File: src/rtl/sps_pkg.sv
package sps_pkg;
    localparam int NCH     = 2;
    localparam int R_W     = 15;
    localparam int A_W     = 7;
    localparam int B_W     = 11;
    localparam int CTL_W   = 2;
    localparam int PAY_W   = 5 + R_W;
    localparam int FRAME_W = PAY_W + CTL_W;

    typedef struct packed {
        logic           fout;
        logic           ld;
        logic           ts;
        logic           cp_hi;
        logic           pos;
        logic [R_W-1:0] ratio;
    } ref_word_t;

    typedef struct packed {
        logic           pd;
        logic           presc;
        logic [B_W-1:0] b;
        logic [A_W-1:0] a;
    } cnt_word_t;

    localparam cnt_word_t CNT_RST = '{pd: 1'b1, presc: 1'b0, b: '0, a: '0};

    function automatic logic [1:0] ref_code(input int ch);
        return (ch == 0) ? 2'b10 : 2'b00;
    endfunction

    function automatic logic [1:0] cnt_code(input int ch);
        return (ch == 0) ? 2'b11 : 2'b01;
    endfunction
endpackage

File: src/rtl/sps_sync.sv
module sps_sync #(
    parameter int STAGES = 2
) (
    input  logic clk,
    input  logic rst_n,
    input  logic pin,
    output logic level
);
    typedef struct packed {
        logic [STAGES-1:0] chain;
    } sync_t;

    sync_t s_d, s_q;

    always_comb begin
        s_d       = s_q;
        s_d.chain = {s_q.chain[STAGES-2:0], pin};
    end

    always_ff @(posedge clk) begin
        if (!rst_n) s_q <= '0;
        else        s_q <= s_d;
    end

    assign level = s_q.chain[STAGES-1];
endmodule

File: src/rtl/sps_rise.sv
module sps_rise #(
    parameter int STAGES = 2
) (
    input  logic clk,
    input  logic rst_n,
    input  logic pin,
    output logic rise
);
    logic lvl;
    logic prev_d, prev_q;

    sps_sync #(.STAGES(STAGES)) u_sync (
        .clk  (clk),
        .rst_n(rst_n),
        .pin  (pin),
        .level(lvl)
    );

    always_comb prev_d = lvl;

    always_ff @(posedge clk) begin
        if (!rst_n) prev_q <= 1'b0;
        else        prev_q <= prev_d;
    end

    assign rise = lvl & ~prev_q;
endmodule

File: src/rtl/sps_shifter.sv
module sps_shifter import sps_pkg::*; (
    input  logic               clk,
    input  logic               rst_n,
    input  logic               shift_en,
    input  logic               bit_in,
    output logic [FRAME_W-1:0] frame
);
    logic [FRAME_W-1:0] sr_d, sr_q;

    always_comb begin
        sr_d = sr_q;
        if (shift_en) sr_d = {sr_q[FRAME_W-2:0], bit_in};
    end

    always_ff @(posedge clk) begin
        if (!rst_n) sr_q <= '0;
        else        sr_q <= sr_d;
    end

    assign frame = sr_q;
endmodule

File: src/rtl/sps_route.sv
module sps_route import sps_pkg::*; (
    input  logic               clk,
    input  logic               rst_n,
    input  logic               load,
    input  logic [FRAME_W-1:0] frame,
    output ref_word_t          rw [NCH],
    output cnt_word_t          cw [NCH]
);
    typedef struct packed {
        ref_word_t [NCH-1:0] rw;
        cnt_word_t [NCH-1:0] cw;
    } hold_t;

    hold_t      h_d, h_q;
    logic [1:0] dst;

    // The last bit shifted is the high bit of the code.
    assign dst = {frame[0], frame[1]};

    always_comb begin
        h_d = h_q;
        if (load) begin
            for (int ch = 0; ch < NCH; ch++) begin
                if (dst == ref_code(ch)) h_d.rw[ch] = ref_word_t'(frame[FRAME_W-1:CTL_W]);
                if (dst == cnt_code(ch)) h_d.cw[ch] = cnt_word_t'(frame[FRAME_W-1:CTL_W]);
            end
        end
    end

    always_ff @(posedge clk) begin
        if (!rst_n) begin
            for (int ch = 0; ch < NCH; ch++) begin
                h_q.rw[ch] <= '0;
                h_q.cw[ch] <= CNT_RST;
            end
        end else begin
            h_q <= h_d;
        end
    end

    for (genvar g = 0; g < NCH; g++) begin : g_out
        assign rw[g] = h_q.rw[g];
        assign cw[g] = h_q.cw[g];
    end
endmodule

File: src/rtl/sps_loader.sv
module sps_loader import sps_pkg::*; #(
    parameter int SYNC_STAGES = 2
) (
    input  logic                     clk,
    input  logic                     rst_n,
    input  logic                     ser_clk,
    input  logic                     ser_data,
    input  logic                     ser_le,
    output logic [NCH-1:0][R_W-1:0]  ref_ratio,
    output logic [NCH-1:0]           phase_pos,
    output logic [NCH-1:0]           cp_high,
    output logic [NCH-1:0]           cp_tristate,
    output logic [NCH-1:0]           ld_sel,
    output logic [NCH-1:0]           fout_sel,
    output logic [NCH-1:0][B_W-1:0]  main_div,
    output logic [NCH-1:0][A_W-1:0]  swallow,
    output logic [NCH-1:0]           presc_hi,
    output logic [NCH-1:0]           power_down
);
    logic               sclk_rise;
    logic               sle_rise;
    logic               sdata_lvl;
    logic [FRAME_W-1:0] frame_q;
    ref_word_t          rw [NCH];
    cnt_word_t          cw [NCH];

    sps_rise #(.STAGES(SYNC_STAGES)) u_clk_edge (
        .clk(clk), .rst_n(rst_n), .pin(ser_clk), .rise(sclk_rise)
    );

    sps_rise #(.STAGES(SYNC_STAGES)) u_le_edge (
        .clk(clk), .rst_n(rst_n), .pin(ser_le), .rise(sle_rise)
    );

    sps_sync #(.STAGES(SYNC_STAGES)) u_data_sync (
        .clk(clk), .rst_n(rst_n), .pin(ser_data), .level(sdata_lvl)
    );

    sps_shifter u_shift (
        .clk(clk), .rst_n(rst_n), .shift_en(sclk_rise),
        .bit_in(sdata_lvl), .frame(frame_q)
    );

    // The load reads frame_q before a coincident shift takes effect.
    sps_route u_route (
        .clk(clk), .rst_n(rst_n), .load(sle_rise),
        .frame(frame_q), .rw(rw), .cw(cw)
    );

    for (genvar g = 0; g < NCH; g++) begin : g_dec
        assign ref_ratio[g]   = rw[g].ratio;
        assign phase_pos[g]   = rw[g].pos;
        assign cp_high[g]     = rw[g].cp_hi;
        assign cp_tristate[g] = rw[g].ts;
        assign ld_sel[g]      = rw[g].ld;
        assign fout_sel[g]    = rw[g].fout;
        assign main_div[g]    = cw[g].b;
        assign swallow[g]     = cw[g].a;
        assign presc_hi[g]    = cw[g].presc;
        assign power_down[g]  = cw[g].pd;
    end
endmodule

File: config.mk
export PLATFORM = sky130hd
export DESIGN_NAME = sps_loader
export DESIGN_NICKNAME = d
export VERILOG_FILES = /design/src/rtl/sps_pkg.sv /design/src/rtl/sps_sync.sv /design/src/rtl/sps_rise.sv /design/src/rtl/sps_shifter.sv /design/src/rtl/sps_route.sv /design/src/rtl/sps_loader.sv
export SDC_FILE = /design/constraint.sdc
export NUM_CORES = 1
export LEC_CHECK = 0
export ABC_AREA = 1
export BUFFER_PORTS_ARGS = -buffer_cell sky130_fd_sc_hd__buf_2
export CAP_MARGIN = 15
export CELL_PAD_IN_SITES_DETAIL_PLACEMENT = 0
export CELL_PAD_IN_SITES_GLOBAL_PLACEMENT = 2
export CORE_MARGIN = 2
export CORE_UTILIZATION = 31
export CTS_BUF_LIST = sky130_fd_sc_hd__clkbuf_2
export CTS_CLUSTER_SIZE = 24
export DETAILED_ROUTE_END_ITERATION = 8
export GPL_TIMING_DRIVEN = 0
export MAX_ROUTING_LAYER = met4
export PLACE_DENSITY_LB_ADDON = 0.1
export REMOVE_ABC_BUFFERS = 1
export SYNTH_ARGS = -nofsm -noshare
export SYNTH_HDL_FRONTEND = slang
export SYNTH_SLANG_ARGS = --single-unit
export TNS_END_PERCENT = 10
File: constraint.sdc
create_clock -name clk -period 1.2 [get_ports clk]
set_input_delay 0.06 -clock clk [delete_from_list [all_inputs] [get_ports clk]]
set_output_delay 0.06 -clock clk [all_outputs]
set_load 0.05 [all_outputs]
-- After elaboration in Yosys (flattened, before gate mapping)
Cells that the tools add are included.
- bits in writable memories: 0
- output and inout port bits: 80
- input port bits: 5
- word-level logic and storage cells: 38
- ROM bits: 0
- memories: 0
- latch bits: 0
- bits in registers: 110
- muxes and demuxes: 0
- reductions and logical operators: 5
- equality and inequality tests: 3
- shifts and indexed selects: 0
- order comparisons: 0
- add/subtract/negate cells: 0
- div/mod/pow operators: 0
- multipliers: 0
- bitwise logic cells: 4
- operators with widths (kind ; count):
    AND reduction 2 bit ; 4
    equality test 2 bit, second input constant ; 2
    bitwise AND 1 bit ; 2
    equality test 2 x 1 -> 1 bit, second input constant ; 1
    zero test 2 bit ; 1
    NOT 1 bit ; 2

-- Longest topological paths before layout
Gate-level depths: netlist of the first run.
- depth in word-level cells: 3
- mapped depth: 6
- depth with buffers taken out: 5

-- Hierarchy
Synthesis of the first run repeated with hierarchy kept, for this count alone.
- cells, all modules: 679
- area total of the unflattened synthesis: 4488.1 sq um
- by module, submodules not included (module ; seq. area each (sq um) ; area each (sq um) ; cells an instance ; times used):
    sps_route ; 1601.5 ; 3325.7 ; 512 ; 1
    sps_shifter ; 440.4 ; 922.1 ; 139 ; 1
    sps_sync ; 40.0 ; 55.1 ; 6 ; 3
    sps_rise ; 20.0 ; 37.5 ; 5 ; 2

-- Least setup slack after synthesis of the first run
Ideal clock, no wire load.
- path kind: register to register
- start: register u_shift.sr_q[0] (netlist: u_shift.frame[0])
- end: register, netlist name u_route.cw[22]
- arrival time: 0.935 ns
- path buffers: 1
- setup slack: 0.151 ns
- stages on the path, launching flop included: 7
- cells stage by stage: dfxtp_1 nand2_1 inv_2 buf_4 nand3_1 nand2_1 nor2_1
- cells in the longest elaborated chain, start to end: 2
- ends and longest elaborated chain (element ; RTL line ; RTL):
    start, declared ; sps_shifter.sv:8 ; logic [FRAME_W-1:0] sr_d, sr_q;
    start signal, assigned ; sps_shifter.sv:17 ; else sr_q <= sr_d;
    equality test 2 bit ; sps_route.sv:25 ; if (dst == cnt_code(ch)) h_d.cw[ch] = cnt_word_t'(frame[FRAME_W-1:CTL_W]);
    AND reduction 2 bit (no line) ; -- ;
Every way passes these cells.
A chain may end at the register's enable or synchronous reset.

-- Worst setup path after layout of the first run
- start: register, netlist name u_route.rw[20]
- end: output port ref_ratio[0] in the netlist's numbering
- RTL lines (element ; RTL line ; RTL):
    end, declared ; sps_loader.sv:9 ; output logic [NCH-1:0][R_W-1:0] ref_ratio,
No word-level cell between the ends.

==> flow_summary.json, run 1 <==
{
  "outcome": "finished, violations left",
  "violations": "negative hold slack, negative setup slack",
  "place_congestion": 0.7160,
  "dr.pass1.iters": 4,
  "grt_max_degree": 58,
  "routedWlPerCell_um": 14.50,
  "grt_usage": 0.1792,
  "yosysSeqAreaShare": 0.5306,
  "clk_path_buf_depth": 2,
  "gr-usage-met3": 0.03089,
  "area_growth_pct": 51.40,
  "grt_setup_unrepaired": "true",
  "fillers": 1289,
  "crit_chain": "buf_8",
  "tightest_slew_ps": 554.5,
  "fmax_ghz": 0.7908,
  "synth.distinct_cells": 13,
  "grt_pass1_wl_um": 19380,
  "initial_core_util": 0.3159,
  "fin_crit_ps": 1265,
  "detail-route-antenna-nets": 0,
  "cts_made_buffers": 9,
  "route.detailed.drc": 0,
  "critPathRequiredTime_ps": 1140,
  "ys_warn_count": 0,
  "path_clk_slew_ps": 290,
  "holdCritPathClass": "in2reg",
  "layout_setup_ws_ps": -64.54,
  "die_x_um": 119.7,
  "cp_top_family": "flip-flops",
  "gr-usage-met1": 0.2327,
  "finalHoldViolations": 47,
  "fin_crit_sh": 1.054,
  "port_buffers": 84,
  "hold_ws_ps": -129.9,
  "rows": 42,
  "cpMaxStageDelayCell": "dfxtp_4",
  "ir_drop_mv": 0.4582,
  "r2r_setup_slack_ps": -30,
  "core_area_um2": 13140,
  "synthCells": 568,
  "drtIter0Drc": 241,
  "end_kind": "output port",
  "nNetsFinal": 672,
  "cp_num_buf_inv": 1,
  "skew_ps": 25.83,
  "cts_hold_buf": 9,
  "pwr_density_cell_nw_per_um2": 1031,
  "dp_hpwl_um": 7037,
  "fin_tns_setup_ps": -2800,
  "via_count": 3926,
  "die_area_um2": 14330,
  "die_y_um": 119.7,
  "dpl_worst_slack_ps": -695.0,
  "path_class": "reg2out",
  "setup_viol": 111,
  "htree_levels": 3,
  "p_leak_nw": 2.594,
  "critPathLaunchType": "flip-flop",
  "grt_busiest_layer": "met2",
  "antenna_found_initial": 1,
  "grt_use_met2": 0.2807,
  "grt_pass1_vias": 3716,
  "instances_no_fill": 850,
  "cp.arrival_ps": 1200,
  "ys_ff_latch": 110,
  "cp_max_fo": 2,
  "syn_area_per_cell_um2": 7.307,
  "clk-insertion-delay-late_ps": 630,
  "synth_area_um2": 4150,
  "cpPeakStageDelay_ps": 440,
  "maxSlewViolCount": 0,
  "viasPerCell": 4.619,
  "power_mw": 6.479,
  "drive_above_1_share": 0.3631,
  "wirelength_um": 12320,
  "root_buffer": "clkbuf_2",
  "slew_headroom": 0.6303,
  "cts.sinks": 110,
  "drv_cap": 0,
  "ios": 85,
  "cts_tree": "yes",
  "grt-ovfl-total": 0,
  "dp.cells": 797
}
==> where the power goes <==
part | internal [mW] | switching (mW)
clock network | 0.466 | 1.22
logic | 0.373 | 0.583
registers | 3.76 | 0.0732
total | 4.60 | 1.88
==> what timing repair did <==
action	in CTS	in global routing
pin swaps	9	17
hold endpoints to repair	53	47
gates cloned	4	3
setup endpoints to repair	182	162
resized for setup	294	51
setup buffers	12	7
==> state kept, by name, summed over array words and instances, names as in the netlist <==
signal and cells:
u_clk_edge.prev_q 1, u_clk_edge.u_sync.s_q 2, u_data_sync.s_q 2, u_le_edge.prev_q 1, u_le_edge.u_sync.s_q 2, u_route.cw 40, u_route.rw 40, u_shift.frame 22
==> synth_stat cells (all sizes together) <==
cell	count	area, um^2
nand3	80	400.4
inv	34	127.6
clkbuf	12	45.04
buf	29	148.9
o21ai	23	115.1
dfxtp	110	2202
a21oi	42	210.2
nand2	95	356.6
nor2	143	544.3
==> cells by family (layout without fill, tap and decap cells) <==
family          count (synthesis)  in the layout  share of synthesized area
simple gates                  318            321                     0.3135
compound gates                 65             65                    0.07838
flops                         110            110                     0.5306
buf+inv                        75            176                    0.07748
other cells                     0              2                          0
==> cell type report <==
cell class | instances | area (um^2) | area share
multi-input cells | 386 | 1785 | 0.2841
repair buffers | 126 | 1715 | 0.2730
well taps | 176 | 220.2 | 0.03505
diodes | 2 | 5.005 | 0.0007965
flip-flops and latches | 110 | 2320 | 0.3692
clock buffers | 10 | 50.05 | 0.007965
clock inverters | 6 | 52.55 | 0.008363
inverters | 34 | 135.1 | 0.02151
==> layout by cell type, fill, tap and decap left out, drive strengths merged, types with 9 or more instances in the layout <==
cell type	netlist	layout
a21oi	42	42
buf	29	115
clkbuf	12	12
dfxtp	110	110
dlygate4sd3	0	9
inv	34	34
nand2	95	95
nand3	80	80
nor2	143	146
o21ai	23	23
==> layer usage <==
layer	up-vias	routed length (um)
met4	0	182
met3	12	481
met5	-	0
li1	2004	-
met1	1837	5834
met2	73	5823
==> worst paths after layout <==
path | start | endpoint | depth (start not counted)
min | rst_n | u_route.cw[19] | 2
max reg2reg | u_le_edge.u_sync.s_q[1] | u_route.cw[20] | 7
max | u_route.rw[20] | ref_ratio[0] | 1
min reg2reg | u_shift.frame[21] | u_route.cw[19] | 2
==> stage by stage <==
| step | instance area [um^2] | util |
|---|---|---|
| final | 6284 | 0.4783 |
| after CTS | 5984 | 0.4555 |
| after global routing | 6284 | 0.4783 |
| after global placement | 4597 | 0.3499 |
| after detailed placement | 4810 | 0.3661 |
| after floorplan | 3956 | - |
Note: power is estimated with default switching activity, not from simulation.
==> run 2, diff against run 1 <==
Settings changed: BUFFER_PORTS_ARGS -buffer_cell sky130_fd_sc_hd__buf_2 to not set, CORE_UTILIZATION 31 to 36, DONT_BUFFER_PORTS set to 1.
==> flow_summary.json, run 2 (synthesis results as in run 1) <==
{
  "core_area_um2": 11320,
  "ios": 85,
  "p_leak_nw": 2.078,
  "tightest_slew_ps": 311.3,
  "dp_hpwl_um": 6349,
  "hold_depth": 2,
  "area_growth_pct": 29.94,
  "clk-insertion-delay-late_ps": 620,
  "rr_worst_depth": 7,
  "die_x_um": 111.4,
  "r2r_end": "u_route.rw[28]",
  "cpPeakStageDelay_ps": 440,
  "cts.sinks": 110,
  "pwr_density_cell_nw_per_um2": 1088,
  "slew_headroom": 0.7925,
  "clk_path_buf_depth": 2,
  "die_y_um": 111.4,
  "crit_chain": "inv_4, nor2_4, buf_12, clkbuf_16, nand3_1, nand2_1, nor2_1",
  "insertedDiodeCount": 0,
  "grt_pass1_wl_um": 17640,
  "fin_crit_ps": 1274,
  "htree_levels": 3,
  "holdCritPathClass": "in2reg",
  "path_clk_slew_ps": 260,
  "power_frac_seq": 0.656,
  "clkPwrFrac": 0.242,
  "viasPerCell": 4.864,
  "cts_made_buffers": 9,
  "combPwrFrac": 0.102,
  "nNetsFinal": 594,
  "cp_top_family": "flip-flops",
  "cp_num_buf_inv": 3,
  "setup_viol": 40,
  "grt-ovfl-total": 0,
  "grt_pass1_vias": 3392,
  "skew_ps": 29.56,
  "drv_cap": 0,
  "via_count": 3580,
  "detail-route-antenna-nets": 0,
  "layout_common_cells": "nor2_1 (131), nand2_1 (91), dfxtp_4 (84)",
  "grt_setup_unrepaired": "true",
  "cts_tree": "yes",
  "wirelength_um": 11950,
  "initial_core_util": 0.3666,
  "finalHoldViolations": 102,
  "cpMaxStageDelayCell": "dfxtp_4",
  "routedWlPerCell_um": 16.24,
  "hold_path_end": "u_route.rw[22]",
  "dpl_worst_slack_ps": -431.1,
  "fmax_ghz": 0.7846,
  "hold_ws_ps": -463.4,
  "path_class": "reg2reg",
  "swShare": 0.2964,
  "grt_max_degree": 111,
  "fin_area_um2": 5393,
  "maxSlewViolCount": 0,
  "layout_setup_ws_ps": -74.46,
  "r2r_setup_slack_ps": -70,
  "antenna_found_initial": 0,
  "hold_start": "rst_n",
  "route.detailed.drc": 0,
  "dr.pass1.iters": 4,
  "cp.arrival_ps": 1810,
  "switchingPower_mw": 1.739,
  "fillers": 1128,
  "grt_usage": 0.1849,
  "place_congestion": 0.6976,
  "r2r-start": "u_le_edge.u_sync.s_q[1]",
  "cp_max_fo": 20,
  "end_kind": "flip-flop",
  "critPathLaunchType": "flip-flop",
  "port_buffers": 0,
  "rows": 39,
  "drive_above_1_share": 0.2816,
  "die_area_um2": 12400,
  "final_common_cell": "nor2_1",
  "placed_cell_area_um2": 4318,
  "drtIter0Drc": 210,
  "intPower_mw": 4.128,
  "outcome": "finished, violations left",
  "violations": "negative hold slack, negative setup slack",
  "root_buffer": "clkbuf_2",
  "critPathRequiredTime_ps": 1740,
  "ir_drop_mv": 0.5848,
  "fin_crit_sh": 1.062
}
-- run 2: cell types whose count changed in the layout (fill, tap and decap cells not counted), sizes merged --
cell / change
buf: -83
dlygate4sd3: +2
nor2: -2
bufinv: -1
clkbuf: +6
clkinv: -1
diode: -2
-- run 2: how the worst max path moves through the flow --
stage | cells after the start | start | to
after floorplan | 4 | u_shift.frame[0] | u_route.rw[0]
after global placement | 4 | u_shift.frame[0] | u_route.rw[16]
after detailed placement | 6 | u_shift.frame[0] | u_route.rw[39]
after CTS | 0 | u_route.cw[10] | main_div[14]
after global routing | 7 | u_le_edge.u_sync.s_q[1] | u_route.cw[20]
final | 7 | u_le_edge.u_sync.s_q[1] | u_route.rw[28]
-- run 2: stage by stage --
stage	cells	hold WS, ps	utilization	total power [mW]	TNS, ps
4_1_cts	717	-534.7	0.4386	5.852	-1958
6_report	736	-463.4	0.4763	5.866	-1537
2_1_floorplan	527	144.6	-	4.344	-53290
3_5_place_dp	679	167.8	0.3814	4.503	-27760
5_1_grt	736	-553.6	0.4763	6.191	-7535
3_3_place_gp	670	164.4	0.3653	4.448	-124370
-- run 2: worst reg2reg max path: cells and delay by family, from the launching register on --
kind / cells / cell delay, ps
flops: 1 / 440
buf+inv: 3 / 430
simple gates: 4 / 330
-- run 2: final cells by class --
class | instances | area, um^2 | area share
Clock buffer | 11 | 55.05 | 0.01021
Timing Repair Buffer | 50 | 699.4 | 0.1297
Tap cell | 143 | 178.9 | 0.03318
Sequential cell | 110 | 2519 | 0.4671
Clock inverter | 4 | 15.01 | 0.002784
Multi-Input combinational cell | 384 | 1788 | 0.3316
Inverter | 34 | 137.6 | 0.02552
-- run 2: per-layer routing --
metal  global-route usage  vias up  wire [um]
met4              0.07160        0        187
met3              0.05063       11        643
met1               0.2286     1664       5496
met5                    -        -          0
li1                     -     1842          -
met2               0.2890       63       5625
-- run 2: power groups by stage --
| stage | logic (mW) | registers, mW | clock network (mW) |
|---|---|---|---|
| CTS | 0.503 | 3.85 | 1.50 |
| global route | 0.674 | 3.86 | 1.65 |
| floorplan | 0.301 | 4.04 | 0 |
| finish | 0.600 | 3.85 | 1.42 |
| detailed placement | 0.442 | 4.06 | 0 |
| global placement | 0.390 | 4.06 | 0 |
-- run 2: what timing repair did --
item / in CTS / in global routing
setup endpoints to repair: 182 / 169
gates cloned: 1 / 9
hold buffers: 10 / 1
gates resized for setup: 177 / 39
buffers inserted: 12 / 9
pin swaps: 7 / 17
endpoints found under the hold margin: 110 / 104
